===== config.mk =====
export PLATFORM = sky130hd
export DESIGN_NAME = sdram_init_seq
export DESIGN_NICKNAME = d
export VERILOG_FILES = /design/src/rtl/sdram_init_seq.sv
export SDC_FILE = /design/constraint.sdc
export NUM_CORES = 1
export LEC_CHECK = 0
export BUFFER_PORTS_ARGS = -buffer_cell sky130_fd_sc_hd__buf_2
export CAP_MARGIN = 20
export CORE_MARGIN = 5
export CORE_UTILIZATION = 55
export CTS_BUF_LIST = sky130_fd_sc_hd__clkbuf_16
export DETAILED_ROUTE_END_ITERATION = 12
export HOLD_SLACK_MARGIN = 0.1
export PLACE_DENSITY = 0.94
export SYNTH_ARGS = -nofsm -noshare
export SYNTH_HDL_FRONTEND = slang
export SYNTH_SLANG_ARGS = --single-unit

===== constraint.sdc =====
create_clock -name clk -period 6.3 [get_ports clk]
set_clock_uncertainty 0.1 [all_clocks]
set_input_delay 0.315 -clock clk [delete_from_list [all_inputs] [get_ports clk]]
set_output_delay 0.315 -clock clk [all_outputs]
set_load 0.02 [all_outputs]

===== src/rtl/sdram_init_seq.sv =====
module sdram_init_seq #(
  parameter int CLK_MHZ       = 250,
  parameter int SETTLE_US     = 200,
  parameter int SETTLE_CYC    = CLK_MHZ * SETTLE_US,
  parameter int REFRESH_COUNT = 2,
  parameter int TRP_GAP       = 2,
  parameter int TRFC_GAP      = 7,
  parameter int MRD_GAP       = 2,
  parameter bit MODE_FIRST    = 1'b0,
  parameter int ROW_W         = 12,
  parameter int DQM_W         = 2
) (
  input  logic             clk,
  input  logic             rst_n,
  input  logic [ROW_W-1:0] base_mode,
  input  logic [ROW_W-1:0] ext_mode,
  output logic             mem_cs_n,
  output logic             mem_ras_n,
  output logic             mem_cas_n,
  output logic             mem_we_n,
  output logic             mem_cke,
  output logic [DQM_W-1:0] mem_dqm,
  output logic [1:0]       mem_ba,
  output logic [ROW_W-1:0] mem_addr,
  output logic             init_done
);

  localparam int G1   = (TRP_GAP > TRFC_GAP) ? TRP_GAP : TRFC_GAP;
  localparam int G2   = (G1 > MRD_GAP) ? G1 : MRD_GAP;
  localparam int MAXV = (SETTLE_CYC > G2) ? SETTLE_CYC : G2;
  localparam int CW   = $clog2(MAXV + 1);
  localparam int RW   = $clog2(REFRESH_COUNT + 1);

  localparam logic [3:0] CMD_NOP = 4'b0111;
  localparam logic [3:0] CMD_PRE = 4'b0010;
  localparam logic [3:0] CMD_REF = 4'b0001;
  localparam logic [3:0] CMD_MRS = 4'b0000;

  function automatic logic [ROW_W-1:0] reserved_clear();
    logic [ROW_W-1:0] m;
    for (int i = 0; i < ROW_W; i++)
      m[i] = !(i == 7 || i == 8 || i == 10 || i == 11);
    return m;
  endfunction
  localparam logic [ROW_W-1:0] MRS_MASK = reserved_clear();

  typedef enum logic [2:0] {S_SETTLE, S_PRE, S_REF, S_MRS, S_EMRS, S_WAIT, S_DONE} st_t;

  st_t           st, after;
  logic [CW-1:0] cnt;
  logic [RW-1:0] refs;
  logic [3:0]    cmd;

  always_ff @(posedge clk or negedge rst_n) begin
    if (!rst_n) begin
      st    <= S_SETTLE;
      after <= S_PRE;
      cnt   <= CW'(SETTLE_CYC - 1);
      refs  <= '0;
    end else begin
      case (st)
        S_SETTLE: if (cnt == '0) st <= S_PRE; else cnt <= cnt - 1'b1;
        S_PRE: begin
          st    <= S_WAIT;
          cnt   <= CW'(TRP_GAP - 1);
          after <= MODE_FIRST ? S_MRS : S_REF;
        end
        S_REF: begin
          refs <= refs + 1'b1;
          st   <= S_WAIT;
          cnt  <= CW'(TRFC_GAP - 1);
          if (refs == RW'(REFRESH_COUNT - 1)) after <= MODE_FIRST ? S_DONE : S_MRS;
          else                                after <= S_REF;
        end
        S_MRS: begin
          st    <= S_WAIT;
          cnt   <= CW'(MRD_GAP - 1);
          after <= S_EMRS;
        end
        S_EMRS: begin
          if (MODE_FIRST) begin
            st    <= S_WAIT;
            cnt   <= CW'(MRD_GAP - 1);
            after <= S_REF;
          end else begin
            st <= S_DONE;
          end
        end
        S_WAIT: if (cnt == '0) st <= after; else cnt <= cnt - 1'b1;
        default: st <= S_DONE;
      endcase
    end
  end

  always_comb begin
    cmd      = CMD_NOP;
    mem_ba   = 2'b00;
    mem_addr = '0;
    case (st)
      S_PRE:  begin cmd = CMD_PRE; mem_addr[10] = 1'b1; end
      S_REF:  cmd = CMD_REF;
      S_MRS:  begin cmd = CMD_MRS; mem_addr = base_mode & MRS_MASK; end
      S_EMRS: begin cmd = CMD_MRS; mem_ba = 2'b10; mem_addr = ext_mode; end
      default: ;
    endcase
  end

  assign {mem_cs_n, mem_ras_n, mem_cas_n, mem_we_n} = cmd;
  assign mem_cke   = 1'b1;
  assign mem_dqm   = '1;
  assign init_done = (st == S_DONE);

  logic [RW:0] ref_seen;
  always_ff @(posedge clk or negedge rst_n) begin
    if (!rst_n) ref_seen <= '0;
    else if (cmd == CMD_REF) ref_seen <= ref_seen + 1'b1;
  end

  assert_settle_nop_R1: assert property (@(posedge clk) disable iff (!rst_n)
    (st == S_SETTLE) |-> (cmd == CMD_NOP && mem_cke && (&mem_dqm)));

  assert_first_cmd_pre_R3: assert property (@(posedge clk) disable iff (!rst_n)
    (st == S_SETTLE && cnt == '0) |=> (cmd == CMD_PRE));

  assert_cmd_spacing_R4: assert property (@(posedge clk) disable iff (!rst_n)
    (cmd != CMD_NOP) |=> (cmd == CMD_NOP));

  assert_ref_total_R4: assert property (@(posedge clk) disable iff (!rst_n)
    $rose(init_done) |-> (ref_seen == (RW+1)'(REFRESH_COUNT)));

  assert_mrs_reserved_R5: assert property (@(posedge clk) disable iff (!rst_n)
    (cmd == CMD_MRS && mem_ba == 2'b00) |-> (mem_addr[8:7] == 2'b00 && mem_addr[11:10] == 2'b00));

  assert_emrs_after_mrs_R6: assert property (@(posedge clk) disable iff (!rst_n)
    (cmd == CMD_MRS && mem_ba == 2'b10) |-> (after == S_EMRS));

  assert_done_sticky_R8: assert property (@(posedge clk) disable iff (!rst_n)
    init_done |=> init_done);

  assert_done_quiet_R8: assert property (@(posedge clk) disable iff (!rst_n)
    init_done |-> (cmd == CMD_NOP));

endmodule


==> reports/metrics.csv, run 1 <==
metric,value,unit
status,finished clean,
reg2reg_from,cnt[9]$_DFFE_PN1P_,
netlist_area,0.00155,sq mm
drtAntennaViolNets,0,
grt_pass1_wl,5.98,mm
portBuffers,38,
vias,1440,
max_slew_margin,44.0,%
p_int,243,uW
async_reset_ff_share,100,%
worstPathRequired,5880,ps
row_count,19,
wl,3.68,mm
holdPathEnd,refs[0]$_DFFE_PN0P_,
p_sw,58.7,uW
fin_ws,3630,ps
fp.dieW,63.1,microns
critical_path_class,register to output pin,
initial_core_util,56.8,%
syn_avg_cell_area,8.72,sq um
setup_viol,0,
ios,48,
peakVddDrop,157,uV
grt-ovfl-total,0,
timing.final.crit_share,42.3,%
drv_slew,0,
ys_seq_area_share,39.5,%
drt-wirelength-per-cell,15.5,microns
synth_cells,178,
final_common_cell,buf_2,
pre_cts_ws,3990,ps
worstMarginPinSlew,837,ps
rr_endpoint,cnt[1]$_DFFE_PN1P_,
hold_start,refs[0]$_DFFE_PN0P_,
ys_types,44,
cts_buffers,3,
grt_use_total,18.1,%
root_buffer,clkbuf_16,
synth_edf_count,0,
drt-vias-per-instance,6.05,
dp_hpwl,2.49,mm
crit_arrival,2250,ps
globalplace.congestion,0.866,
clk_pin_slew_worst_paths,60,ps
yosysWarnings,0,
pwr-share-clk,44.8,%
fmax,375,MHz
design_area,0.00178,sq mm
ys.flop_type,dfrtp_1,
ys_ff_latch,24,
yosys.area.top_type,dfrtp_1,
cap_violations,0,
ctsResizeCount,0,
final_core_utilization,65.2,%
grt_pass1_vias,1354,
synth_area_leaders,"dfrtp_1 (23%), dfstp_2 (17%), nor2_1 (7.0%), xor2_1 (5.6%), a22o_1 (4.5%)",
path_max_fanout,21,
rsz0062_at_grt,false,
placed_area,0.00170,sq mm
syn_to_final_growth,14.9,%
cts_max_level,1,
cts_tree,done,
r2r_setup_slack,3790,ps
drive_gt1_share,26.6,%
fp.dieH,63.1,microns
cts_hold_buf,1,
critPathLaunchType,register,
cts_sinks,24,
tns,0,ps
dieArea,0.00398,sq mm
p_seq_share,51.1,%
endpoint_kind,output pin,
dp.cells,234,
coreArea,0.00273,sq mm
r2r_cells,5,
grt_max_degree,25,
route.detailed.drc,0,
clk_path_buf_depth,2,
nets,238,
antenna_cells,0,
firstDrtPassIters,4,
fin_cells,238,
hold_class,register to register,
hold_depth,1,
drt_iter0_drc,207,
antenna_found_initial,0,
power_density,169,mW/mm^2
synth.top_cell.area_share,22.6,%
min_period,2670,ps
postCtsSetupRepairBufs,0,
hold_viol_final,0,
final_cell_mix,"buf_2 (38), nor2_1 (29), dfrtp_1 (14)",
whs,390,ps
combPwrFrac,4.1,%
clk_latency,260,ps
sw_frac_of_total,19.4,%
finalPower,302,uW
p_leak,0.842,nW
## how the worst max path moves through the flow
stage | start | cells past startpoint | to | slack [ps]
finish | st[2]$_DFFE_PN0P_ | 4 | mem_addr[1] | 3630
global route | st[2]$_DFFE_PN0P_ | 5 | mem_addr[10] | 3490
CTS | st[2]$_DFFE_PN0P_ | 4 | mem_addr[1] | 3690
detailed placement | st[2]$_DFFE_PN0P_ | 4 | mem_addr[1] | 3990
global placement | cnt[12]$_DFFE_PN0P_ | 5 | cnt[2]$_DFFE_PN1P_ | 4040
floorplan | cnt[2]$_DFFE_PN1P_ | 7 | cnt[13]$_DFFE_PN0P_ | 4250
## synth_stat cells (2+ instances only)
cell / instances
ha_1: 3
o211ai_1: 2
nand3_1: 6
conb_1: 2
inv_1: 4
buf_6: 2
xnor2_1: 2
nor2_1: 29
buf_4: 5
clkbuf_1: 8
a31oi_1: 2
nand4b_1: 2
nand4_1: 2
xor2_1: 10
o21ai_0: 10
o2111ai_1: 2
nor2b_1: 4
dfstp_2: 10
dfrtp_1: 14
and3_1: 3
nand2b_1: 2
a22o_1: 8
nor3_1: 6
a21oi_1: 7
and2_1: 2
nor4_1: 2
nand2_1: 12
## kinds of logic (layout without fill, tap and decap cells)
kind of cell	Yosys count	after routing	synth area share, %
XOR/XNOR	12	12	6.77
multiplexers	1	1	0.726
other	2	5	0.484
AO/OA/AOI/OAI	40	40	19.2
adder cells (fa/ha/maj)	3	3	2.42
flip-flops	24	24	39.5
AND/OR/NAND/NOR	75	75	23.6
buffers and inverters	21	47	7.26
## layer usage
metal  up-vias  global-route usage, %  part of all wire [%]
met4         0                   10.3                   3.9
met1       682                   21.1                    40
met2        63                   30.6                    50
li1        681                      -                     -
met3        14                   3.73                   6.5
met5         -                      0                     0
## layout make-up
cell class | count | area (sq um)
clock buffers | 3 | 75.1
fillers | 216 | 951
inverters | 5 | 18.8
multi-input cells | 136 | 837
flip-flops and latches | 24 | 613
well taps | 31 | 38.8
repair buffers | 39 | 200
## critical path, stage by stage, from the launching register on
cell and delay, ps:
dfrtp_1 770, nand2b_1 210, nor2_1 590, a22o_1 260, buf_2 160
## sequential cells by signal, summed over array words and instances (netlist names)
register,cells
cnt,16
after,3
st,3
refs,2
## power by group through the flow
stage / clock (mW) / combinational, mW / sequential [mW]
finish: 0.135 / 0.0124 / 0.154
global route: 0.143 / 0.0138 / 0.154
CTS: 0.136 / 0.0125 / 0.154
detailed placement: 0 / 0.0121 / 0.157
global placement: 0 / 0.0115 / 0.157
floorplan: 0 / 0.00516 / 0.157
(Power assumes the default switching activity.)
==> run 2, diff against run 1 <==
CORE_UTILIZATION = 51   (was 55)
PLACE_DENSITY = 0.89   (was 0.94)
clock period = 2.5 ns   (was 6.3 ns; I/O delays follow)
==> run 2 against run 1 <==
Compared with the run above:
- combinational power up 150%
- setup slack worse by 3400 ps
- core utilization decreased by 4.1 points
- sequential cell count did not move
- clock power rose to 2.6 times the previous value
- critical path depth is the same
- routed wire length down 2.9%
- sequential share of layout area is 0.69 points lower
- final cell count increased by 2.9%
==> reports/metrics.csv, run 2 (synthesized netlist as in run 1, its figures left out) <==
metric,value,unit,change
firstDrtPassIters,4,,unchanged
final_common_cell,buf_2,,unchanged
combPwrFrac,4.0,%,was 4.1%
clk_latency,260,ps,about the same
p_seq_share,50.5,%,was 51.1%
crit_arrival,2010,ps,was 2250 ps
wl,3.58,mm,was 3.68 mm
worstPathRequired,2280,ps,was 5880 ps
setup_viol,0,,unchanged
cts_hold_buf,1,,unchanged
tns,0,ps,unchanged
p_int,616,uW,was 243 uW
drv_slew,0,,unchanged
nFillCells,261,,was 216
timing.final.crit_share,89.4,%,
fmax,448,MHz,
coreArea,0.00298,sq mm,was 0.00273 sq mm
syn_to_final_growth,17.3,%,was 14.9%
regMostFlops,cnt,,unchanged
p_sw,155,uW,was 58.7 uW
sw_frac_of_total,20.1,%,was 19.4%
hold_class,input pin to asynchronous set/reset pin,,was register to register
postCtsSetupRepairBufs,0,,unchanged
route.detailed.drc,0,,unchanged
top_regs,"cnt x16, after x3, st x3",,unchanged
initial_core_util,52.1,%,was 56.8%
grt_max_degree,25,,unchanged
dp.cells,240,,was 234
antenna_found_initial,0,,unchanged
status,finished clean,,unchanged
ctsResizeCount,0,,unchanged
grt_pass1_wl,6.23,mm,was 5.98 mm
drtAntennaViolNets,0,,unchanged
fp.dieW,65.2,microns,was 63.1 microns
worstMarginPinSlew,651,ps,was 837 ps
reg2reg_from,cnt[4]$_DFFE_PN0P_,,was cnt[9]$_DFFE_PN1P_
nets,242,,was 238
clk_pin_slew_worst_paths,60,ps,about the same
power_density,424,mW/mm^2,was 169 mW/mm^2
cap_violations,0,,unchanged
cts_tree,done,,unchanged
dp_hpwl,2.53,mm,was 2.49 mm
r2r_setup_slack,360,ps,was 3790 ps
pwr-share-clk,45.5,%,was 44.8%
cts_sinks,24,,unchanged
r2r_cells,5,,unchanged
min_period,2230,ps,
root_buffer,clkbuf_16,,unchanged
hold_viol_final,0,,unchanged
setup.worst_path.end,mem_addr[2],,was mem_addr[1]
largest_register_ffs,16,,unchanged
max_slew_margin,56.4,%,was 44.0%
cts_max_level,1,,unchanged
rr_endpoint,cnt[13]$_DFFE_PN0P_,,was cnt[1]$_DFFE_PN1P_
portBuffers,38,,unchanged
p_leak,0.867,nW,was 0.842 nW
startpoint,st[0]$_DFFE_PN0P_,,was st[2]$_DFFE_PN0P_
pre_cts_ws,370,ps,was 3990 ps
antenna_cells,0,,unchanged
drt_iter0_drc,119,,was 207
rsz0062_at_grt,false,,unchanged
grt_use_total,18.7,%,was 18.1%
cts_buffers,3,,unchanged
globalplace.congestion,0.827,,was 0.866
critPathLaunchType,register,,unchanged
ios,48,,unchanged
final_cell_mix,"buf_2 (38), nor2_1 (29), dfrtp_1 (14)",,unchanged
dieArea,0.00425,sq mm,was 0.00398 sq mm
peakVddDrop,243,uV,was 157 uV
vias,1396,,was 1440
drt-vias-per-instance,5.70,,was 6.05
endpoint_kind,output pin,,unchanged
drive_gt1_share,27.8,%,was 26.6%
fin_cells,245,,was 238
grt_pass1_vias,1436,,was 1354
fp.dieH,65.2,microns,was 63.1 microns
path_max_fanout,16,,was 21
drt-wirelength-per-cell,14.6,microns,was 15.5 microns
critical_path_class,register to output pin,,unchanged
clk_path_buf_depth,2,,unchanged
row_count,20,,was 19
grt-ovfl-total,0,,unchanged
fin_ws,266,ps,was 3630 ps
final_core_utilization,61.1,%,was 65.2%
==> run 2: cell type report <==
type	count	area (sq um)	share of cell area (%)
repair buffers	43	230	12.7
inverters	5	18.8	1.03
clock buffers	3	75.1	4.13
flip-flops and latches	24	613	33.7
clock inverters	1	3.75	0.206
well taps	33	41.3	2.27
multi-input cells	136	837	46.0
==> run 2: critical path, cell delays in order, from the launching register on <==
cell and delay, ps:
dfrtp_1 540, nand2b_1 260, nor2_1 530, a22o_1 250, buf_2 160
==> run 2: per-stage QoR <==
stage	total power [mW]	hold slack, ps	instance area [sq um]
CTS	0.775	292	1820
global placement	0.425	26.1	1730
global route	0.795	356	1820
floorplan	0.409	-271	1560
finish	0.771	290	1820
detailed placement	0.426	31.7	1730
==> run 2: power by group through the flow <==
stage	combinational [mW]	sequential, mW	clock (mW)
finish	0.0308	0.389	0.351
CTS	0.0311	0.389	0.355
floorplan	0.0130	0.396	0
global placement	0.0290	0.396	0
detailed placement	0.0299	0.396	0
global route	0.0355	0.389	0.371
==> run 2: worst min path at each step <==
| stage | startpoint | end | slack [ps] | cells after the start |
|---|---|---|---|---|
| floorplan | rst_n | after[1]$_DFFE_PN0P_ | -270 | 0 |
| global placement | rst_n | cnt[10]$_DFFE_PN0P_ | 30 | 1 |
| detailed placement | rst_n | cnt[10]$_DFFE_PN0P_ | 30 | 1 |
| CTS | rst_n | cnt[4]$_DFFE_PN0P_ | 290 | 2 |
| global route | rst_n | st[1]$_DFFE_PN0P_ | 360 | 2 |
| finish | rst_n | st[1]$_DFFE_PN0P_ | 290 | 2 |
==> run 2: routing by layer <==
layer | vias to the layer above | global-route usage (%) | part of all wire (%)
li1 | 685 | - | -
met1 | 671 | 23.0 | 42
met2 | 33 | 30.8 | 51
met3 | 7 | 5.13 | 4.6
met4 | 0 | 7.77 | 1.6
met5 | - | 0 | 0
